**config.mk**
```make
export PLATFORM = sky130hd
export DESIGN_NAME = tws_mem_slave
export DESIGN_NICKNAME = d
export VERILOG_FILES = /design/src/rtl/tws_pkg.sv /design/src/rtl/tws_line_sync.sv /design/src/rtl/tws_addr_ctr.sv /design/src/rtl/tws_mem_slave.sv
export SDC_FILE = /design/constraint.sdc
export NUM_CORES = 1
export LEC_CHECK = 0
export ABC_AREA = 1
export BUFFER_PORTS_ARGS = -buffer_cell sky130_fd_sc_hd__buf_4
export CAP_MARGIN = 25
export CORE_MARGIN = 4
export CORE_UTILIZATION = 45
export DETAILED_ROUTE_END_ITERATION = 10
export GPL_ROUTABILITY_DRIVEN = 0
export PLACE_DENSITY = 0.61
export SLEW_MARGIN = 20
export SYNTH_ARGS = -nofsm -noshare
export SYNTH_HDL_FRONTEND = slang
export SYNTH_SLANG_ARGS = --single-unit
export TNS_END_PERCENT = 20
```
**constraint.sdc**
```tcl
create_clock -name clk -period 2.65 [get_ports clk]
set_input_delay 0.265 -clock clk [delete_from_list [all_inputs] [get_ports clk]]
set_output_delay 0.265 -clock clk [all_outputs]
set_load 0.01 [all_outputs]
```
**src/rtl/tws_pkg.sv**
```systemverilog
package tws_pkg;
  typedef enum logic [2:0] {
    ST_IDLE,
    ST_RX,
    ST_ACK,
    ST_PRE,
    ST_TX,
    ST_RXACK
  } tws_state_e;

  typedef enum logic [1:0] {
    K_DEV,
    K_AHI,
    K_ALO,
    K_DATA
  } tws_kind_e;

  localparam logic [3:0] DEV_TYPE = 4'b1010;
  localparam int BYTE_W = 8;
endpackage

```
**src/rtl/tws_line_sync.sv**
```systemverilog
module tws_line_sync #(
  parameter int STAGES = 2
) (
  input  logic clk,
  input  logic rst_n,
  input  logic scl_i,
  input  logic sda_i,
  output logic sda_s,
  output logic scl_rise,
  output logic scl_fall,
  output logic start_det,
  output logic stop_det
);
  logic [STAGES-1:0] scl_q;
  logic [STAGES-1:0] sda_q;
  logic              scl_p;
  logic              sda_p;
  logic              scl_s;

  for (genvar g = 0; g < STAGES; g++) begin : g_stage
    if (g == 0) begin : g_first
      always_ff @(posedge clk or negedge rst_n) begin
        if (!rst_n) begin
          scl_q[g] <= 1'b1;
          sda_q[g] <= 1'b1;
        end else begin
          scl_q[g] <= scl_i;
          sda_q[g] <= sda_i;
        end
      end
    end else begin : g_next
      always_ff @(posedge clk or negedge rst_n) begin
        if (!rst_n) begin
          scl_q[g] <= 1'b1;
          sda_q[g] <= 1'b1;
        end else begin
          scl_q[g] <= scl_q[g-1];
          sda_q[g] <= sda_q[g-1];
        end
      end
    end
  end

  assign scl_s = scl_q[STAGES-1];
  assign sda_s = sda_q[STAGES-1];

  always_ff @(posedge clk or negedge rst_n) begin
    if (!rst_n) begin
      scl_p <= 1'b1;
      sda_p <= 1'b1;
    end else begin
      scl_p <= scl_s;
      sda_p <= sda_s;
    end
  end

  assign scl_rise  = scl_s & ~scl_p;
  assign scl_fall  = ~scl_s & scl_p;
  assign start_det = scl_s & scl_p & sda_p & ~sda_s;
  assign stop_det  = scl_s & scl_p & ~sda_p & sda_s;
endmodule

```
**src/rtl/tws_addr_ctr.sv**
```systemverilog
module tws_addr_ctr #(
  parameter int ADDR_W = 17,
  parameter int PAGE_W = 8
) (
  input  logic              clk,
  input  logic              rst_n,
  input  logic              load,
  input  logic [ADDR_W-1:0] load_val,
  input  logic              inc_page,
  input  logic              inc_full,
  output logic [ADDR_W-1:0] addr
);
  logic [ADDR_W-1:0] addr_d;
  logic [PAGE_W-1:0] low_inc;

  assign low_inc = addr[PAGE_W-1:0] + PAGE_W'(1);

  always_comb begin
    addr_d = addr;
    if (load)          addr_d = load_val;
    else if (inc_full) addr_d = addr + ADDR_W'(1);
    else if (inc_page) addr_d = {addr[ADDR_W-1:PAGE_W], low_inc};
  end

  always_ff @(posedge clk or negedge rst_n) begin
    if (!rst_n) addr <= '0;
    else        addr <= addr_d;
  end
endmodule

```
**src/rtl/tws_mem_slave.sv**
```systemverilog
module tws_mem_slave
  import tws_pkg::*;
#(
  parameter int ADDR_W      = 17,
  parameter int PAGE_W      = 8,
  parameter int SYNC_STAGES = 2
) (
  input  logic              clk,
  input  logic              rst_n,
  input  logic              scl_i,
  input  logic              sda_i,
  input  logic [1:0]        hw_addr_i,
  output logic              sda_oe_o,
  output logic              mem_we_o,
  output logic              mem_re_o,
  output logic [ADDR_W-1:0] mem_addr_o,
  output logic [BYTE_W-1:0] mem_wdata_o,
  input  logic [BYTE_W-1:0] mem_rdata_i,
  input  logic              mem_busy_i
);
  localparam int CNT_W = $clog2(BYTE_W + 1);
  localparam logic [CNT_W-1:0] CNT_FULL = CNT_W'(BYTE_W);
  localparam logic [CNT_W-1:0] CNT_ONE  = CNT_W'(1);

  logic sda_s, scl_rise_w, scl_fall_w, start_w, stop_w;

  tws_line_sync #(.STAGES(SYNC_STAGES)) u_sync (
    .clk       (clk),
    .rst_n     (rst_n),
    .scl_i     (scl_i),
    .sda_i     (sda_i),
    .sda_s     (sda_s),
    .scl_rise  (scl_rise_w),
    .scl_fall  (scl_fall_w),
    .start_det (start_w),
    .stop_det  (stop_w)
  );

  tws_state_e        state, state_d;
  tws_kind_e         kind, kind_d;
  logic [CNT_W-1:0]  cnt, cnt_d;
  logic [BYTE_W-1:0] rx_sh, rx_sh_d;
  logic [BYTE_W-1:0] tx_sh, tx_sh_d;
  logic [BYTE_W-1:0] ahi, ahi_d;
  logic              a16, a16_d;
  logic              oe_d, we_d, re_d, re_q;
  logic [ADDR_W-1:0] maddr_d;
  logic [BYTE_W-1:0] mwdata_d;
  logic              c_load, c_pinc, c_finc;
  logic [ADDR_W-1:0] ctr;
  logic [ADDR_W-1:0] load_val;
  logic              dev_hit;

  assign load_val = ADDR_W'({a16, ahi, rx_sh});
  assign dev_hit  = (rx_sh[7:4] == DEV_TYPE) && (rx_sh[3:2] == hw_addr_i) && !mem_busy_i;

  tws_addr_ctr #(.ADDR_W(ADDR_W), .PAGE_W(PAGE_W)) u_ctr (
    .clk      (clk),
    .rst_n    (rst_n),
    .load     (c_load),
    .load_val (load_val),
    .inc_page (c_pinc),
    .inc_full (c_finc),
    .addr     (ctr)
  );

  always_comb begin
    state_d  = state;
    kind_d   = kind;
    cnt_d    = cnt;
    rx_sh_d  = rx_sh;
    tx_sh_d  = tx_sh;
    ahi_d    = ahi;
    a16_d    = a16;
    oe_d     = sda_oe_o;
    we_d     = 1'b0;
    re_d     = 1'b0;
    maddr_d  = mem_addr_o;
    mwdata_d = mem_wdata_o;
    c_load   = 1'b0;
    c_pinc   = 1'b0;
    c_finc   = 1'b0;
    if (re_q) tx_sh_d = mem_rdata_i;
    if (start_w) begin
      state_d = ST_RX;
      kind_d  = K_DEV;
      cnt_d   = '0;
      oe_d    = 1'b0;
    end else if (stop_w) begin
      state_d = ST_IDLE;
      oe_d    = 1'b0;
    end else begin
      case (state)
        ST_RX: begin
          if (scl_rise_w && cnt != CNT_FULL) begin
            rx_sh_d = {rx_sh[BYTE_W-2:0], sda_s};
            cnt_d   = cnt + CNT_ONE;
          end else if (scl_fall_w && cnt == CNT_FULL) begin
            case (kind)
              K_DEV: begin
                if (dev_hit) begin
                  oe_d = 1'b1;
                  if (rx_sh[0]) begin
                    state_d = ST_PRE;
                    re_d    = 1'b1;
                    maddr_d = ctr;
                    c_finc  = 1'b1;
                  end else begin
                    state_d = ST_ACK;
                    kind_d  = K_AHI;
                    a16_d   = rx_sh[1];
                  end
                end else begin
                  state_d = ST_IDLE;
                end
              end
              K_AHI: begin
                oe_d    = 1'b1;
                state_d = ST_ACK;
                ahi_d   = rx_sh;
                kind_d  = K_ALO;
              end
              K_ALO: begin
                oe_d    = 1'b1;
                state_d = ST_ACK;
                c_load  = 1'b1;
                kind_d  = K_DATA;
              end
              default: begin
                oe_d     = 1'b1;
                state_d  = ST_ACK;
                we_d     = 1'b1;
                maddr_d  = ctr;
                mwdata_d = rx_sh;
                c_pinc   = 1'b1;
              end
            endcase
          end
        end
        ST_ACK: begin
          if (scl_fall_w) begin
            oe_d    = 1'b0;
            state_d = ST_RX;
            cnt_d   = '0;
          end
        end
        ST_PRE: begin
          if (scl_fall_w) begin
            oe_d    = ~tx_sh[BYTE_W-1];
            tx_sh_d = {tx_sh[BYTE_W-2:0], 1'b1};
            cnt_d   = CNT_ONE;
            state_d = ST_TX;
          end
        end
        ST_TX: begin
          if (scl_fall_w) begin
            if (cnt == CNT_FULL) begin
              oe_d    = 1'b0;
              state_d = ST_RXACK;
            end else begin
              oe_d    = ~tx_sh[BYTE_W-1];
              tx_sh_d = {tx_sh[BYTE_W-2:0], 1'b1};
              cnt_d   = cnt + CNT_ONE;
            end
          end
        end
        ST_RXACK: begin
          if (scl_rise_w) begin
            if (!sda_s) begin
              state_d = ST_PRE;
              re_d    = 1'b1;
              maddr_d = ctr;
              c_finc  = 1'b1;
            end else begin
              state_d = ST_IDLE;
            end
          end
        end
        default: ;
      endcase
    end
  end

  always_ff @(posedge clk or negedge rst_n) begin
    if (!rst_n) begin
      state       <= ST_IDLE;
      kind        <= K_DEV;
      cnt         <= '0;
      rx_sh       <= '0;
      tx_sh       <= '1;
      ahi         <= '0;
      a16         <= 1'b0;
      sda_oe_o    <= 1'b0;
      mem_we_o    <= 1'b0;
      mem_re_o    <= 1'b0;
      re_q        <= 1'b0;
      mem_addr_o  <= '0;
      mem_wdata_o <= '0;
    end else begin
      state       <= state_d;
      kind        <= kind_d;
      cnt         <= cnt_d;
      rx_sh       <= rx_sh_d;
      tx_sh       <= tx_sh_d;
      ahi         <= ahi_d;
      a16         <= a16_d;
      sda_oe_o    <= oe_d;
      mem_we_o    <= we_d;
      mem_re_o    <= re_d;
      re_q        <= mem_re_o;
      mem_addr_o  <= maddr_d;
      mem_wdata_o <= mwdata_d;
    end
  end
endmodule

```
==> impl_metrics.py <==
metrics = {
    "run_status": {
        "status": "complete, no violations",
    },
    "cts": {
        "cts_tree": "built",
        "cts_buffer_depth": 2,
        "h-tree-depth": 3,
        "path_clk_slew_ps": 90,
        "cts.sinks": 86,
        "cts_made_buffers": 9,
        "clockRootBuffer": "clkbuf_8",
        "cts_resized": 0,
        "clk-insertion-delay-late_ps": 370,
    },
    "sta": {
        "setup_viol": 0,
        "slew_headroom_pct": 55.62,
        "rsz0062_at_grt": "no",
        "whs_ps": 147.4,
        "fin_skew_ps": 9.812,
        "post-route-period-util_pct": 79.57,
        "max_freq_mhz": 474.2,
        "final_max_slew_viol_count": 0,
        "tightestPinTransition_ps": 665.7,
        "fin_crit_ps": 2109,
        "hold_viol_final": 0,
        "fin_setup_tns_ps": 0,
    },
    "final_layout": {
        "diodes": 0,
        "areaGrowthSynthToFinish_pct": 14.18,
        "stdcell_count": 762,
        "final_cell_mix": "nand2_1 (187), dfrtp_1 (72), nand3_1 (62)",
        "fill_cells": 989,
        "final_common_cell": "nand2_1",
        "drive_gt1_share_pct": 16.85,
        "fin_nets": 647,
    },
    "routing": {
        "postRouteAntennaNets": 0,
        "routed_wl_mm": 10.19,
        "drt-pass1-iter-count": 4,
        "wl_per_cell_um": 13.38,
        "route.detailed.drc": 0,
        "drtIter0Drc": 223,
        "num_vias": 3782,
        "via_per_inst": 4.963,
    },
    "placement": {
        "placed_cells": 743,
        "numPortBuffers": 42,
        "hpwlAfterDp_mm": 7.640,
    },
    "floorplan": {
        "core_um2": 9729,
        "io_pins": 43,
        "num_rows": 36,
        "die_area_um2": 11640,
        "dieHeight_um": 107.9,
        "start_util_pct": 46.17,
        "die_w_um": 107.9,
    },
    "yosys": {
        "synth_ff_type": "dfrtp_1",
        "synth_xor_area_share_pct": 1.365,
        "syn_avg_cell_area_um2": 7.744,
        "synth-simple-area-share_pct": 31.73,
        "synth_fp_nets": 603,
        "yosysWarnings": 0,
        "yosys_register_bits": 86,
        "yosysUniqueCellTypes": 32,
        "synth_edf_count": 0,
        "ys_seq_area_share_pct": 48.30,
        "synth_compound_area_share_pct": 8.552,
        "syn_inst": 580,
        "async_reset_ff_share_pct": 100.0,
        "synthAdderAreaFrac_pct": 2.228,
        "synthMuxAreaShare_pct": 0.4735,
        "synth_top_family_by_area": "simple AND/OR/NAND/NOR gates",
        "synth_area_um2": 4492,
    },
    "worst_setup_path": {
        "path_class": "reg -> reg",
        "arrival_ps": 2400,
        "timing.rr.start": "cnt[0]",
        "critPathMaxFanout": 21,
        "worst-r2r-setup-slack_ps": 540,
        "crit_required_ps": 2940,
        "startpoint_type": "flip-flop",
        "reg2reg_depth": 10,
        "r2r-end": "u_ctr.addr[2]",
        "end_kind": "flip-flop",
    },
    "global_route": {
        "grt.busiest_layer": "met2",
        "overflow": 0,
        "antenna_found_initial": 0,
        "first_global_vias": 3555,
        "use_met1_pct": 27.18,
        "grt_max_degree": 52,
        "track_usage_pct": 19.00,
        "grt_pass1_wl_mm": 17.46,
        "use_met3_pct": 3.359,
        "grtUsageMet2_pct": 28.91,
    },
    "pwr": {
        "power.leakage_nw": 2.544,
        "pwr_density_cell_nw_per_um2": 737.6,
        "ir_drop_v": 0.0002862,
    },
    "min_path": {
        "whs_path_depth": 3,
        "hp-start": "mem_rdata_i[0]",
        "hold_end": "tx_sh[0]",
        "hold_class": "in -> reg",
    },
    "job": {
        "cap_violations": 0,
    },
}
-- per-stage QoR --
step / setup slack [ps] / utilization (%) / total power [mW] / instance area (um2)
floorplan: 963.9 / - / 2.582 / 4492
global placement: 565.4 / 50.63 / 2.945 / 4926
detailed placement: 556.9 / 50.63 / 2.971 / 4926
CTS: 533.3 / 52.71 / 3.813 / 5129
global route: 232.7 / 52.71 / 4.076 / 5129
finish: 541.3 / 52.71 / 3.783 / 5129
-- final cells by class --
type | count | area (um2) | area share [%]
clock buffers | 9 | 123.9 | 2.415
clock inverters | 7 | 48.80 | 0.9515
inverters | 66 | 247.7 | 4.830
multi-input cells | 413 | 1992 | 38.84
flip-flops and latches | 86 | 2170 | 42.30
well taps | 133 | 166.4 | 3.245
repair buffers | 48 | 380.4 | 7.416
-- where the power goes --
group | leakage [nW] | internal, mW | switching, mW
clock | 0.0894 | 0.342 | 0.492
sequential | 1.09 | 1.60 | 0.209
combinational | 1.36 | 0.450 | 0.688
total | 2.54 | 2.39 | 1.39
-- kinds of logic (layout without fill, tap and decap cells) --
kind of cell / count (synthesis) / count (layout)
xor+xnor: 7 / 7
buf+inv: 81 / 130
fa+ha+maj: 8 / 8
mux: 2 / 2
flops: 86 / 86
simple gates: 325 / 325
compound gates: 71 / 71
-- critical path: stages (launching register included) --
cell,delay [ps]
dfrtp_1,430
inv_1,70
ha_1,160
nand2_1,50
nor2_1,140
nand2_1,100
nor2_2,200
nand2_1,420
o21ai_0,310
nand2_1,70
o21ai_1,80
-- layer usage --
metal	vias to the layer above	wire, um	share of wire [%]
li1	1956	-	-
met1	1732	5087	50
met2	83	4537	45
met3	11	394	3.9
met4	0	173	1.7
met5	-	0	0
-- synthesized netlist by cell type, types with 2 or more instances --
cell	n	area, um2
nand4_1	16	100.1
ha_1	8	100.1
clkbuf_1	8	30.03
nand2_1	187	701.9
nor3_1	6	30.03
inv_2	11	41.29
nand3_1	62	310.3
o21ai_1	15	75.07
a21oi_1	8	40.04
buf_6	2	22.52
dfstp_2	14	367.9
nand3b_1	2	15.01
dfrtp_1	72	1802
buf_2	3	15.01
nor2_1	35	131.4
nor2_2	7	43.79
buf_4	2	15.01
nand3_2	3	30.03
or2_2	3	18.77
inv_1	54	202.7
nand2_2	2	12.51
o21ai_0	44	220.2
xor2_1	7	61.31
-- worst max path at each step --
stage	from	end	slack (ps)	depth (start not counted)
3_5_place_dp	cnt[0]	u_ctr.addr[2]	560	10
5_1_grt	cnt[0]	u_ctr.addr[13]	230	10
3_3_place_gp	cnt[0]	u_ctr.addr[11]	570	10
6_report	cnt[0]	u_ctr.addr[2]	540	10
4_1_cts	cnt[0]	u_ctr.addr[2]	530	10
2_1_floorplan	cnt[0]	mem_addr_o[0]	960	12
-- repair_timing --
action	in CTS	in global routing
buffers inserted	0	0
hold endpoints to repair	46	0
hold buffers	3	0
-- sequential cells by signal, indices dropped and copies added, names as in the netlist --
register      count
a16               1
ahi               8
cnt               4
kind              2
mem_addr_o       17
mem_re_o          1
mem_wdata_o       8
mem_we_o          1
re_q              1
rx_sh             8
sda_oe_o          1
state             3
tx_sh             8
u_ctr.addr       17
u_sync.scl_p      1
u_sync.scl_q      1
u_sync.scl_s      1
u_sync.sda_p      1
u_sync.sda_q      1
u_sync.sda_s      1
Power figures use the tool's default switching activity.
